<file path="src/rtl/vroute_pkg.sv">
package vroute_pkg;
    // Number of routed sources and the position of the mutable voice.
    localparam int NSRC   = 4;
    localparam int V3_IDX = 2;
endpackage

</file>
<file path="src/rtl/vroute_scaler.sv">
module vroute_scaler #(
    parameter int IN_W  = 20,
    parameter int SHIFT = 7,
    localparam int SC_W = IN_W - SHIFT
) (
    input  logic signed [IN_W-1:0] din,
    output logic signed [SC_W-1:0] dout
);
    // Keeping the top bits is an arithmetic shift with the result truncated.
    logic unused_low;
    assign unused_low = ^din[SHIFT-1:0];
    assign dout       = din[IN_W-1:SHIFT];
endmodule

</file>
<file path="src/rtl/vroute_splitter.sv">
module vroute_splitter
    import vroute_pkg::*;
#(
    parameter int SC_W  = 13,
    parameter int SUM_W = 15
) (
    input  logic signed [SC_W-1:0]  src [NSRC],
    input  logic [NSRC-1:0]         mask,
    input  logic                    mute,
    input  logic                    en,
    output logic signed [SUM_W-1:0] fsum,
    output logic signed [SUM_W-1:0] bsum
);
    logic signed [SUM_W-1:0] term  [NSRC];
    logic [NSRC-1:0]         to_flt;

    for (genvar i = 0; i < NSRC; i++) begin : g_src
        if (i == V3_IDX) begin : g_mutable
            // Mute affects only the bypass path.
            assign term[i] = (mute && !mask[i]) ? '0
                           : {{(SUM_W-SC_W){src[i][SC_W-1]}}, src[i]};
        end else begin : g_plain
            assign term[i] = {{(SUM_W-SC_W){src[i][SC_W-1]}}, src[i]};
        end
        assign to_flt[i] = en && mask[i];
    end

    always_comb begin
        fsum = '0;
        bsum = '0;
        for (int i = 0; i < NSRC; i++) begin
            if (to_flt[i]) fsum = fsum + term[i];
            else           bsum = bsum + term[i];
        end
    end
endmodule

</file>
<file path="src/rtl/vroute_top.sv">
module vroute_top
    import vroute_pkg::*;
#(
    parameter int IN_W   = 20,
    parameter int SHIFT  = 7,
    localparam int SC_W  = IN_W - SHIFT,
    localparam int SUM_W = SC_W + $clog2(NSRC)
) (
    input  logic                    clk,
    input  logic                    rst_n,
    input  logic                    strobe,
    input  logic signed [IN_W-1:0]  voice1,
    input  logic signed [IN_W-1:0]  voice2,
    input  logic signed [IN_W-1:0]  voice3,
    input  logic signed [IN_W-1:0]  ext_in,
    input  logic [NSRC-1:0]         route_mask,
    input  logic                    v3_mute,
    input  logic                    filt_en,
    output logic signed [SUM_W-1:0] filt_sum,
    output logic signed [SUM_W-1:0] bypass_sum
);
    logic signed [IN_W-1:0]  raw    [NSRC];
    logic signed [SC_W-1:0]  scaled [NSRC];
    logic signed [SUM_W-1:0] f_nxt, b_nxt;

    assign raw[0] = voice1;
    assign raw[1] = voice2;
    assign raw[2] = voice3;
    assign raw[3] = ext_in;

    for (genvar i = 0; i < NSRC; i++) begin : g_scale
        vroute_scaler #(.IN_W(IN_W), .SHIFT(SHIFT)) u_scl (
            .din  (raw[i]),
            .dout (scaled[i])
        );
    end

    vroute_splitter #(.SC_W(SC_W), .SUM_W(SUM_W)) u_split (
        .src  (scaled),
        .mask (route_mask),
        .mute (v3_mute),
        .en   (filt_en),
        .fsum (f_nxt),
        .bsum (b_nxt)
    );

    always_ff @(posedge clk or negedge rst_n) begin
        if (!rst_n) begin
            filt_sum   <= '0;
            bypass_sum <= '0;
        end else if (strobe) begin
            filt_sum   <= f_nxt;
            bypass_sum <= b_nxt;
        end
    end
endmodule

</file>
<file path="config.mk">
export PLATFORM = sky130hd
export DESIGN_NAME = vroute_top
export DESIGN_NICKNAME = d
export VERILOG_FILES = /design/src/rtl/vroute_pkg.sv /design/src/rtl/vroute_scaler.sv /design/src/rtl/vroute_splitter.sv /design/src/rtl/vroute_top.sv
export SDC_FILE = /design/constraint.sdc
export NUM_CORES = 1
export LEC_CHECK = 0
export BUFFER_PORTS_ARGS = -buffer_cell sky130_fd_sc_hd__buf_2
export CAP_MARGIN = 15
export CORE_MARGIN = 2
export CORE_UTILIZATION = 53
export CTS_CLUSTER_DIAMETER = 120
export DETAILED_ROUTE_END_ITERATION = 8
export PLACE_DENSITY = 0.8
export SETUP_SLACK_MARGIN = 0.5
export SYNTH_ARGS = -nofsm -noshare
export SYNTH_HDL_FRONTEND = slang
export SYNTH_HIERARCHICAL = 1
export SYNTH_SLANG_ARGS = --single-unit
</file>
<file path="constraint.sdc">
create_clock -name clk -period 1.2 [get_ports clk]
set_clock_uncertainty 0.05 [all_clocks]
set_input_delay 0.24 -clock clk [delete_from_list [all_inputs] [get_ports clk]]
set_output_delay 0.24 -clock clk [all_outputs]
set_load 0.02 [all_outputs]
</file>
==> results.json, run 1 <==
{
  "chipWidth_um": 119.6,
  "synth.area.top_cells": "ha_1, dfrtp_1, xnor2_1",
  "ctsHtreeMaxLevel": 2,
  "synthDistinctLibCells": 79,
  "synth_edf_count": 0,
  "cts_buffers": 5,
  "grt_overflow": 476,
  "syn_inst": 893,
  "status": "did not finish",
  "synth-seq-cells": 30,
  "ios": 119,
  "worstEpCategory": "sequential cell input",
  "synth-xor-area-share": 0.08032,
  "synthesis.area_um2": 7088,
  "rows": 42,
  "place_congestion": 0.9501,
  "post-place-ws_ns": -4.286,
  "synth_top_cell_by_area": "ha_1",
  "die_h_um": 119.6,
  "syn-mean-instance-area_um2": 7.937,
  "placed_area_um2": 9965,
  "synthArstFlopShare": 1.000,
  "grtUsageTotal": 0.8715,
  "yosys.area_share.simple": 0.1903,
  "hpwl_um": 18930,
  "synthAdderAreaFrac": 0.1522,
  "yosysWarnings": 6,
  "root_buffer": "clkbuf_16",
  "haltStage": "global routing",
  "syn_nets": 1064,
  "start_util": 0.5395,
  "yosysSeqAreaShare": 0.1059,
  "error_line": "[ERROR GRT-0232] Routing congestion too high. Check the congestion heatmap in the GUI.",
  "synthFlopType": "dfrtp_1",
  "synthDominantCellAreaShare": 0.1377,
  "synth_top_family_by_area": "compound AO/OA/AOI/OAI gates",
  "crit_endpoint": "bypass_sum[14]$_DFFE_PN0P_/D",
  "clk_path_buf_depth": 2,
  "clock_sinks": 30,
  "io_buffers": 90,
  "synth_compound_area_frac": 0.2496,
  "synth_mux_area_frac": 0.1213,
  "grt_max_degree": 31
}
cells by family after synthesis:
family                     after synthesis
and+or+nand+nor                        268
AOI/OAI and AO/OA                      260
buffers and inverters                  119
adders and majority gates               84
muxes                                   67
xor gates and xnor gates                65
DFF                                     30
synthesized netlist by cell type (20+ instances only):
cell type,number
a21o_1,21
a21oi_1,67
and2_1,30
buf_4,55
clkbuf_1,20
dfrtp_1,30
ha_1,78
inv_1,24
mux2_2,31
mux2_4,30
nand2_1,70
nor2_1,63
o21ai_0,49
xnor2_1,53
routing by layer:
layer,overflow,track usage
met5,1,0.3897
met4,162,0.9985
met3,9,0.6939
met2,300,1.075
met1,4,0.8019
per-stage QoR:
step | hold WS, ns | utilization | cells
4_1_cts | -0.06477 | 0.8790 | 1431
3_3_place_gp | 0.2174 | 0.7585 | 1356
3_5_place_dp | 0.2300 | 0.7585 | 1356
2_1_floorplan | -0.1056 | - | 893
timing repair:
action	in CTS
gates resized for setup	217
buffers inserted	67
setup endpoints to repair	60
hold endpoints to repair	30
pin swaps	68
==> run 2: changes to the inputs <==
- CORE_UTILIZATION: 53 -> 38
- CTS_CLUSTER_DIAMETER: 120 -> unset
- PLACE_DENSITY: 0.8 -> unset
- PLACE_DENSITY_LB_ADDON: unset -> 0.15
- SETUP_SLACK_MARGIN: 0.5 -> unset
==> run 2 against run 1 <==
The flow now finishes, with violations (setup timing). Synthesized cell count unchanged. Area after synthesis did not move.
==> results.json, run 2 <==
{
  "status": "finished with violations",
  "violations": "setup timing",
  "fillers": 1552,
  "chipWidth_um": 140.6,
  "power.density_nw_per_um2": 1185,
  "drc": 0,
  "wire_per_inst_um": 15.14,
  "synthDominantCellAreaShare": 0.1377,
  "place_congestion": 0.8427,
  "io_buffers": 90,
  "synth-seq-cells": 30,
  "post-place-ws_ns": -4.230,
  "syn_inst": 893,
  "layout_min_cycle_time_ns": 5.036,
  "crit_path_end_kind": "flop",
  "root_buffer": "clkbuf_16",
  "yosys.area_share.simple": 0.1903,
  "synth.area.top_cells": "ha_1, dfrtp_1, xnor2_1",
  "cts_tree": "yes",
  "synthArstFlopShare": 1.000,
  "syn_nets": 1064,
  "grt_max_degree": 31,
  "layout-drive-gt1-share": 0.5862,
  "max_freq_ghz": 0.1986,
  "critPathLaunchType": "input pin",
  "final_hold_viol_count": 0,
  "rows": 49,
  "setup_viol": 30,
  "arrival_ns": 5.15,
  "dieArea_um2": 19760,
  "placed_area_um2": 9967,
  "synth_common_cells": "ha_1, nand2_1, a21oi_1",
  "clk_path_buf_depth": 2,
  "clock_sinks": 30,
  "drt_iter0_drc": 218,
  "slew_headroom": 0.7050,
  "first_pass_iters": 4,
  "cp_max_fo": 5,
  "yosysSeqAreaShare": 0.1059,
  "path_buf_inv": 4,
  "routed_wl_um": 22350,
  "final_cell_mix": "buf_4, buf_2, nand2_1",
  "grtUsageTotal": 0.2193,
  "synth_mux_area_frac": 0.1213,
  "routed_via_density": 5.189,
  "reg2reg_slack_ns": 0.37,
  "ctsHtreeMaxLevel": 2,
  "synthAdderAreaFrac": 0.1522,
  "min_path_type": "input pin to flop",
  "die_h_um": 140.6,
  "syn-mean-instance-area_um2": 7.937,
  "synth_edf_count": 0,
  "total_power_uw": 13790,
  "cap_violations": 0,
  "rsz0062_at_grt": "yes",
  "setup_ws_ns": -3.836,
  "clk_pin_slew_ns": 0.05,
  "nets": 1418,
  "grt_overflow": 0,
  "n_antenna_cell": 0,
  "yosysWarnings": 6,
  "synth_compound_area_frac": 0.2496,
  "synthDistinctLibCells": 79,
  "yosysMostFrequentCell": "ha_1",
  "top_regs": "bypass_sum: 15 flops, filt_sum: 15 flops",
  "grt_pass1_vias": 7570,
  "cts_buffers": 5,
  "layout.cells.most_common": "buf_4",
  "synth_top_family_by_area": "compound AO/OA/AOI/OAI gates",
  "grt_pass1_wl_um": 36010,
  "clk_latency_ns": 0.28,
  "hpwl_um": 16870,
  "max_stage_delay_ns": 0.45,
  "worstPathRequired_ns": 1.31,
  "ios": 119,
  "antenna_found_initial": 0,
  "critPathSlowestCell": "or4_4",
  "slew_violations": 0,
  "tightest_slew_ns": 0.4368,
  "cellLeakagePower_uw": 0.005529,
  "cp_common_cell": "ha_4",
  "period_share": 4.197,
  "start_util": 0.3906,
  "critPathKind": "input pin to flop",
  "synthesis.area_um2": 7088,
  "synthFlopType": "dfrtp_1",
  "ant_nets": 0,
  "synth-xor-area-share": 0.08032,
  "area_delta_synth_final_pct": 64.24,
  "setup_tns_ns": -87.89,
  "critPathTopFamily": "compound AO/OA/AOI/OAI gates",
  "postLayoutCoreUtil": 0.6415,
  "final_area_um2": 11640,
  "core_area_um2": 18150,
  "vdd_drop_max_uv": 780.1,
  "synth_top_cell_by_area": "ha_1",
  "num_vias": 7659
}
==> run 2: where the power goes <==
group	internal, µW	switching, µW	leakage, µW	total (µW)
Combinational	6100	4920	0.00510	11000
Sequential	1390	190	0.000361	1580
Clock	757	428	0.0000640	1180
Total	8250	5540	0.00553	13800
==> run 2: path summary, 6_finish.rpt <==
kind | start | to | cells past startpoint
min | ext_in[7] | filt_sum[0] | 4
min in group asynchronous | rst_n | filt_sum[12] | 3
max | filt_en | bypass_sum[14] | 30
max reg2reg | filt_sum[8] | filt_sum[8] | 1
max in group asynchronous | rst_n | bypass_sum[3] | 3
min reg2reg | bypass_sum[7] | bypass_sum[7] | 1
==> run 2: logic make-up (layout without fill, tap and decap cells) <==
logic type | Yosys count | in the layout
and+or+nand+nor | 268 | 268
AOI/OAI and AO/OA | 260 | 260
buffers and inverters | 119 | 473
adders and majority gates | 84 | 84
muxes | 67 | 67
xor gates and xnor gates | 65 | 65
DFF | 30 | 30
==> run 2: timing repair <==
item                                   4_1_cts  5_1_grt
gates cloned                                 0        1
endpoints found under the hold margin       30        0
pin swaps                                   70       55
setup endpoints to repair                   30       30
setup buffers                               35       28
hold buffers                                 1        0
gates resized for setup                    104      108
==> run 2: area by class of cell <==
class                           instances  area, µm²  share of cell area
Sequential cell                        30      750.7             0.06449
Timing Repair Buffer                  442       3291              0.2827
Inverter                               24      92.59            0.007954
Multi-Input combinational cell        744       7088              0.6089
Tap cell                              229      286.5             0.02461
Clock buffer                            7      132.6             0.01139
==> run 2: routing by layer <==
layer  wire (µm)  share of wire  vias to the layer above  GRT usage
met5           0              0                        -          0
met4         234          0.010                        0    0.02263
met3         475          0.021                       18    0.02140
met2       11350           0.51                      103     0.4066
met1       10290           0.46                     3622     0.2855
li1            -              -                     3916          -
==> run 2: stage by stage <==
stage                     hold slack [ns]  std cells
after floorplan                   -0.1056        893
after global placement             0.2286       1407
after CTS                          0.4227       1447
after detailed placement           0.2337       1407
after global routing               0.4498       1476
final                              0.4454       1476
(Power assumes the default switching activity.)
==> run 3: changes to the inputs <==
- SKIP_CTS_REPAIR_TIMING: unset -> 1
==> run 3 against run 2 <==
The flow still finishes with violations (setup timing). Final cell count is 1.8% lower. Worst hold slack better by 0.00064 ns. Critical path depth is 4 lower. Power is 1.7% lower. Clock power hardly changed. Design area is 1.8% lower. Register-to-register slack hardly changed. Worst setup slack better by 0.039 ns. Highest routed layer unchanged.
==> results.json, run 3 (synthesis results as in run 2) <==
{
  "critPathKind": "input pin to flop",
  "wire_per_inst_um": 14.98,
  "clock_sinks": 30,
  "setup_tns_ns": -87.77,
  "tightest_slew_ns": 0.4406,
  "top_layer": "met4",
  "antenna_found_initial": 0,
  "n_antenna_cell": 0,
  "critPathLaunchType": "input pin",
  "vdd_drop_max_uv": 757.3,
  "min_path_type": "input pin to flop",
  "grt_pass1_vias": 7218,
  "drt_iter0_drc": 221,
  "rows": 49,
  "cts_buffers": 5,
  "layout_min_cycle_time_ns": 4.997,
  "grt_max_degree": 31,
  "max_freq_ghz": 0.2001,
  "top_regs": "bypass_sum: 15 flops, filt_sum: 15 flops",
  "slew_headroom": 0.7043,
  "regArea_um2": 750.7,
  "area_delta_synth_final_pct": 61.27,
  "final_hold_viol_count": 0,
  "post-place-ws_ns": -4.230,
  "layout.cells.most_common": "buf_4",
  "setup_viol": 30,
  "final_cell_mix": "buf_4, buf_2, nand2_1",
  "met2_length_um": 11030,
  "power.density_nw_per_um2": 1186,
  "placedCellCount": 1407,
  "grtUsageTotal": 0.2079,
  "met3_length_um": 424,
  "fin_cells": 1450,
  "place_congestion": 0.8427,
  "first_pass_iters": 4,
  "num_vias": 7496,
  "reg2reg_slack_ns": 0.37,
  "io_buffers": 90,
  "dieArea_um2": 19760,
  "cts_tree": "yes",
  "root_buffer": "clkbuf_16",
  "chipWidth_um": 140.6,
  "multi_input_area_um2": 7056,
  "slew_violations": 0,
  "grt_overflow": 0,
  "crit_path_end_kind": "flop",
  "placed_area_um2": 9967,
  "cp_max_fo": 28,
  "m1WireLength_um": 10150,
  "arrival_ns": 5.11,
  "layout-drive-gt1-share": 0.5749,
  "die_h_um": 140.6,
  "status": "finished with violations",
  "fillers": 1565,
  "rsz0062_at_grt": "yes",
  "ctsHtreeMaxLevel": 2,
  "start_util": 0.3906,
  "cellLeakagePower_uw": 0.005400,
  "drc": 0,
  "clk_latency_ns": 0.28,
  "grt_pass1_wl_um": 34160,
  "cap_violations": 0,
  "routed_via_density": 5.170,
  "hpwl_um": 16870,
  "core_area_um2": 18150,
  "routed_wl_um": 21720,
  "nets": 1392,
  "worstPathRequired_ns": 1.31,
  "postLayoutCoreUtil": 0.6299,
  "final_area_um2": 11430,
  "ios": 119,
  "setup_ws_ns": -3.797,
  "clk_path_buf_depth": 2,
  "violations": "setup timing",
  "clk_pin_slew_ns": 0.05,
  "period_share": 4.164,
  "ant_nets": 0
}
-- run 3: changes by cell type in the layout (fill, tap and decap cells not counted), sizes merged --
cell,before,now
buf,440,415
clkbuf,8,7
-- run 3: area by class of cell --
type / instances / share of cell area
multi-input cells: 744 / 0.6172
repair buffers: 416 / 0.2725
flip-flops and latches: 30 / 0.06567
well taps: 229 / 0.02507
clock buffers: 7 / 0.01160
inverters: 24 / 0.007881
-- run 3: report_power, final --
group          internal [µW]  switching (µW)
sequential              1390             186
combinational           5960            4840
clock                    756             424
-- run 3: metrics by stage --
step	power [µW]	hold slack, ns
2_1_floorplan	7648	-0.1056
3_3_place_gp	10540	0.2286
3_5_place_dp	10640	0.2337
4_1_cts	11890	-0.05847
5_1_grt	14620	0.4496
6_report	13560	0.4461
-- run 3: layer usage --
metal  vias to the layer above  GRT usage
li1                       3865          -
met1                      3531     0.2760
met2                        90     0.3800
met3                        10    0.02106
met4                         0    0.01842
met5                         -          0
-- run 3: worst max-delay path, cell delays in order --
cell and delay, ns:
buf_8 0.11, nand2_8 0.07, buf_4 0.29, a21oi_1 0.14, o21bai_1 0.20, nor4_2 0.28, buf_4 0.18, o21a_1 0.14
nor3_2 0.04, o31ai_2 0.31, ha_1 0.32, a21oi_2 0.20, o211ai_1 0.18, a41oi_1 0.25, buf_4 0.15, o21ai_0 0.10
xor2_1 0.16, mux2_2 0.30, ha_1 0.33, nor2_1 0.05, mux2i_1 0.12, o211ai_1 0.16, o31ai_4 0.28, xnor2_1 0.16
xnor2_1 0.08, mux2_4 0.25
-- run 3: worst paths after layout --
| check | start | endpoint | cells past startpoint |
|---|---|---|---|
| worst min register to register | bypass_sum[7] | bypass_sum[7] | 1 |
| max in group asynchronous | rst_n | bypass_sum[3] | 3 |
| min in group asynchronous | rst_n | filt_sum[12] | 3 |
| worst min-delay path | ext_in[7] | filt_sum[0] | 4 |
| worst max-delay path | route_mask[0] | bypass_sum[14] | 26 |
| worst max register to register | filt_sum[8] | filt_sum[8] | 1 |
==> run 4: changes to the inputs <==
- clock period: 1.2 -> 4.15 ns (I/O delays scaled with it)
==> run 4 against run 3 <==
The run still ends with setup timing left. Power decreased by 72%. Register-to-register slack better by 2.9 ns. Sequential power down 71%. Clock power decreased by 69%. Worst setup slack improved by 2.3 ns.
==> results.json, run 4 (synthesis results as in run 2) <==
{
  "status": "finished with violations",
  "violations": "setup timing",
  "antenna_found_initial": 0,
  "clk_path_buf_depth": 2,
  "max_stage_delay_ns": 0.54,
  "ff2ff_path_depth": 1,
  "cap_violations": 0,
  "p_int_uw": 2269,
  "cellLeakagePower_uw": 0.005238,
  "rows": 49,
  "layout_min_cycle_time_ns": 5.656,
  "grt_max_degree": 31,
  "clk_latency_ns": 0.28,
  "slew_violations": 0,
  "power.density_nw_per_um2": 343.4,
  "worstReg2RegStart": "bypass_sum[7]",
  "drt_iter0_drc": 302,
  "switching_share": 0.4066,
  "routed_via_density": 5.200,
  "min_path_type": "flop to flop",
  "grt_pass1_vias": 7219,
  "cp-endpoint": "bypass_sum[14]",
  "first_pass_iters": 5,
  "critPathKind": "input pin to flop",
  "multi_input_area_um2": 6969,
  "use_met1": 0.2822,
  "layout-drive-gt1-share": 0.5655,
  "max_freq_ghz": 0.1768,
  "clock_sinks": 30,
  "tightest_slew_ns": 0.9943,
  "chipWidth_um": 140.6,
  "critPathSlowestCell": "or4_4",
  "num_vias": 7462,
  "hpwl_um": 17240,
  "routed_wl_um": 22180,
  "setup_ws_ns": -1.506,
  "arrival_ns": 5.77,
  "critPathTopFamily": "simple AND/OR/NAND/NOR gates",
  "crit_cells": 29,
  "grt_busiest_layer": "met2",
  "grtUsageTotal": 0.2125,
  "cp_max_fo": 5,
  "reg2reg_slack_ns": 3.32,
  "path_buf_inv": 2,
  "cts_buffers": 5,
  "setup_viol": 23,
  "die_h_um": 140.6,
  "placedCellCount": 1397,
  "total_switching_power_uw": 1554,
  "cts_tree": "yes",
  "seq_power_share": 0.120,
  "ctsHtreeMaxLevel": 2,
  "post-place-ws_ns": -1.928,
  "slew_headroom": 0.3371,
  "dieArea_um2": 19760,
  "vdd_drop_max_uv": 281.2,
  "rsz0062_at_grt": "yes",
  "top_regs": "bypass_sum: 15 flops, filt_sum: 15 flops",
  "start_util": 0.3906,
  "worstPathRequired_ns": 4.26,
  "core_area_um2": 18150,
  "nets": 1376,
  "place_congestion": 0.8552,
  "regArea_um2": 750.7,
  "grt_overflow": 0,
  "whs_ns": 0.4499,
  "fin_cells": 1435,
  "crit_path_end_kind": "flop",
  "fillers": 1613,
  "period_share": 1.363,
  "wire_per_inst_um": 15.46,
  "p_clk_frac": 0.096,
  "hold_depth": 1,
  "final_hold_viol_count": 0,
  "r2r-end": "bypass_sum[7]",
  "final_cell_mix": "buf_4, buf_2, nand2_1",
  "drc": 0,
  "cp-startpoint": "filt_en",
  "critPathLaunchType": "input pin",
  "pwr-share-comb": 0.784,
  "n_antenna_cell": 0,
  "placed_area_um2": 9814,
  "final_area_um2": 11130,
  "use_met2": 0.3870,
  "grt_pass1_wl_um": 34890,
  "ant_nets": 0,
  "root_buffer": "clkbuf_16",
  "postLayoutCoreUtil": 0.6135,
  "area_delta_synth_final_pct": 57.07,
  "clk_pin_slew_ns": 0.05,
  "min_from": "bypass_sum[4]",
  "ios": 119,
  "use_met3": 0.01970,
  "layout.cells.most_common": "buf_4",
  "io_buffers": 90
}
[run 4: cell types whose count changed in the layout (fill, tap and decap cells not counted), sizes merged]
| cell | change |
|---|---|
| dlygate4sd3 | -1 |
| buf | -15 |
| clkinv | +1 |
[run 4: power by group through the flow]
stage,Clock (µW),Combinational [µW],Sequential [µW]
after floorplan,0,1600,594
after global placement,0,2570,458
after detailed placement,0,2590,461
after CTS,376,2610,459
after global routing,388,3250,474
final,368,3000,457
[run 4: cell type report]
class                      instances  area share
sequential                        30     0.06743
timing repair buffer             400      0.2593
multi-input combinational        744      0.6260
clock inverter                     1   0.0004495
clock buffer                       7     0.01281
inverter                          24    0.008316
tap                              229     0.02574
[run 4: how the worst min path moves through the flow]
stage	to
floorplan	bypass_sum[0]
global placement	bypass_sum[10]
detailed placement	bypass_sum[0]
CTS	bypass_sum[4]
global route	bypass_sum[10]
finish	bypass_sum[4]
[run 4: metrics by stage]
step                power (µW)  setup TNS [ns]
floorplan                 2195          -23.59
global placement          3024          -31.61
detailed placement        3053          -32.60
CTS                       3447          -25.44
global route              4117          -25.33
finish                    3823          -20.69
[run 4: routing by layer]
metal  routed length, µm  up-vias
li1                    -     3843
met1               10190     3497
met2               11300      103
met3                 478       19
met4                 208        0
met5                   0        -
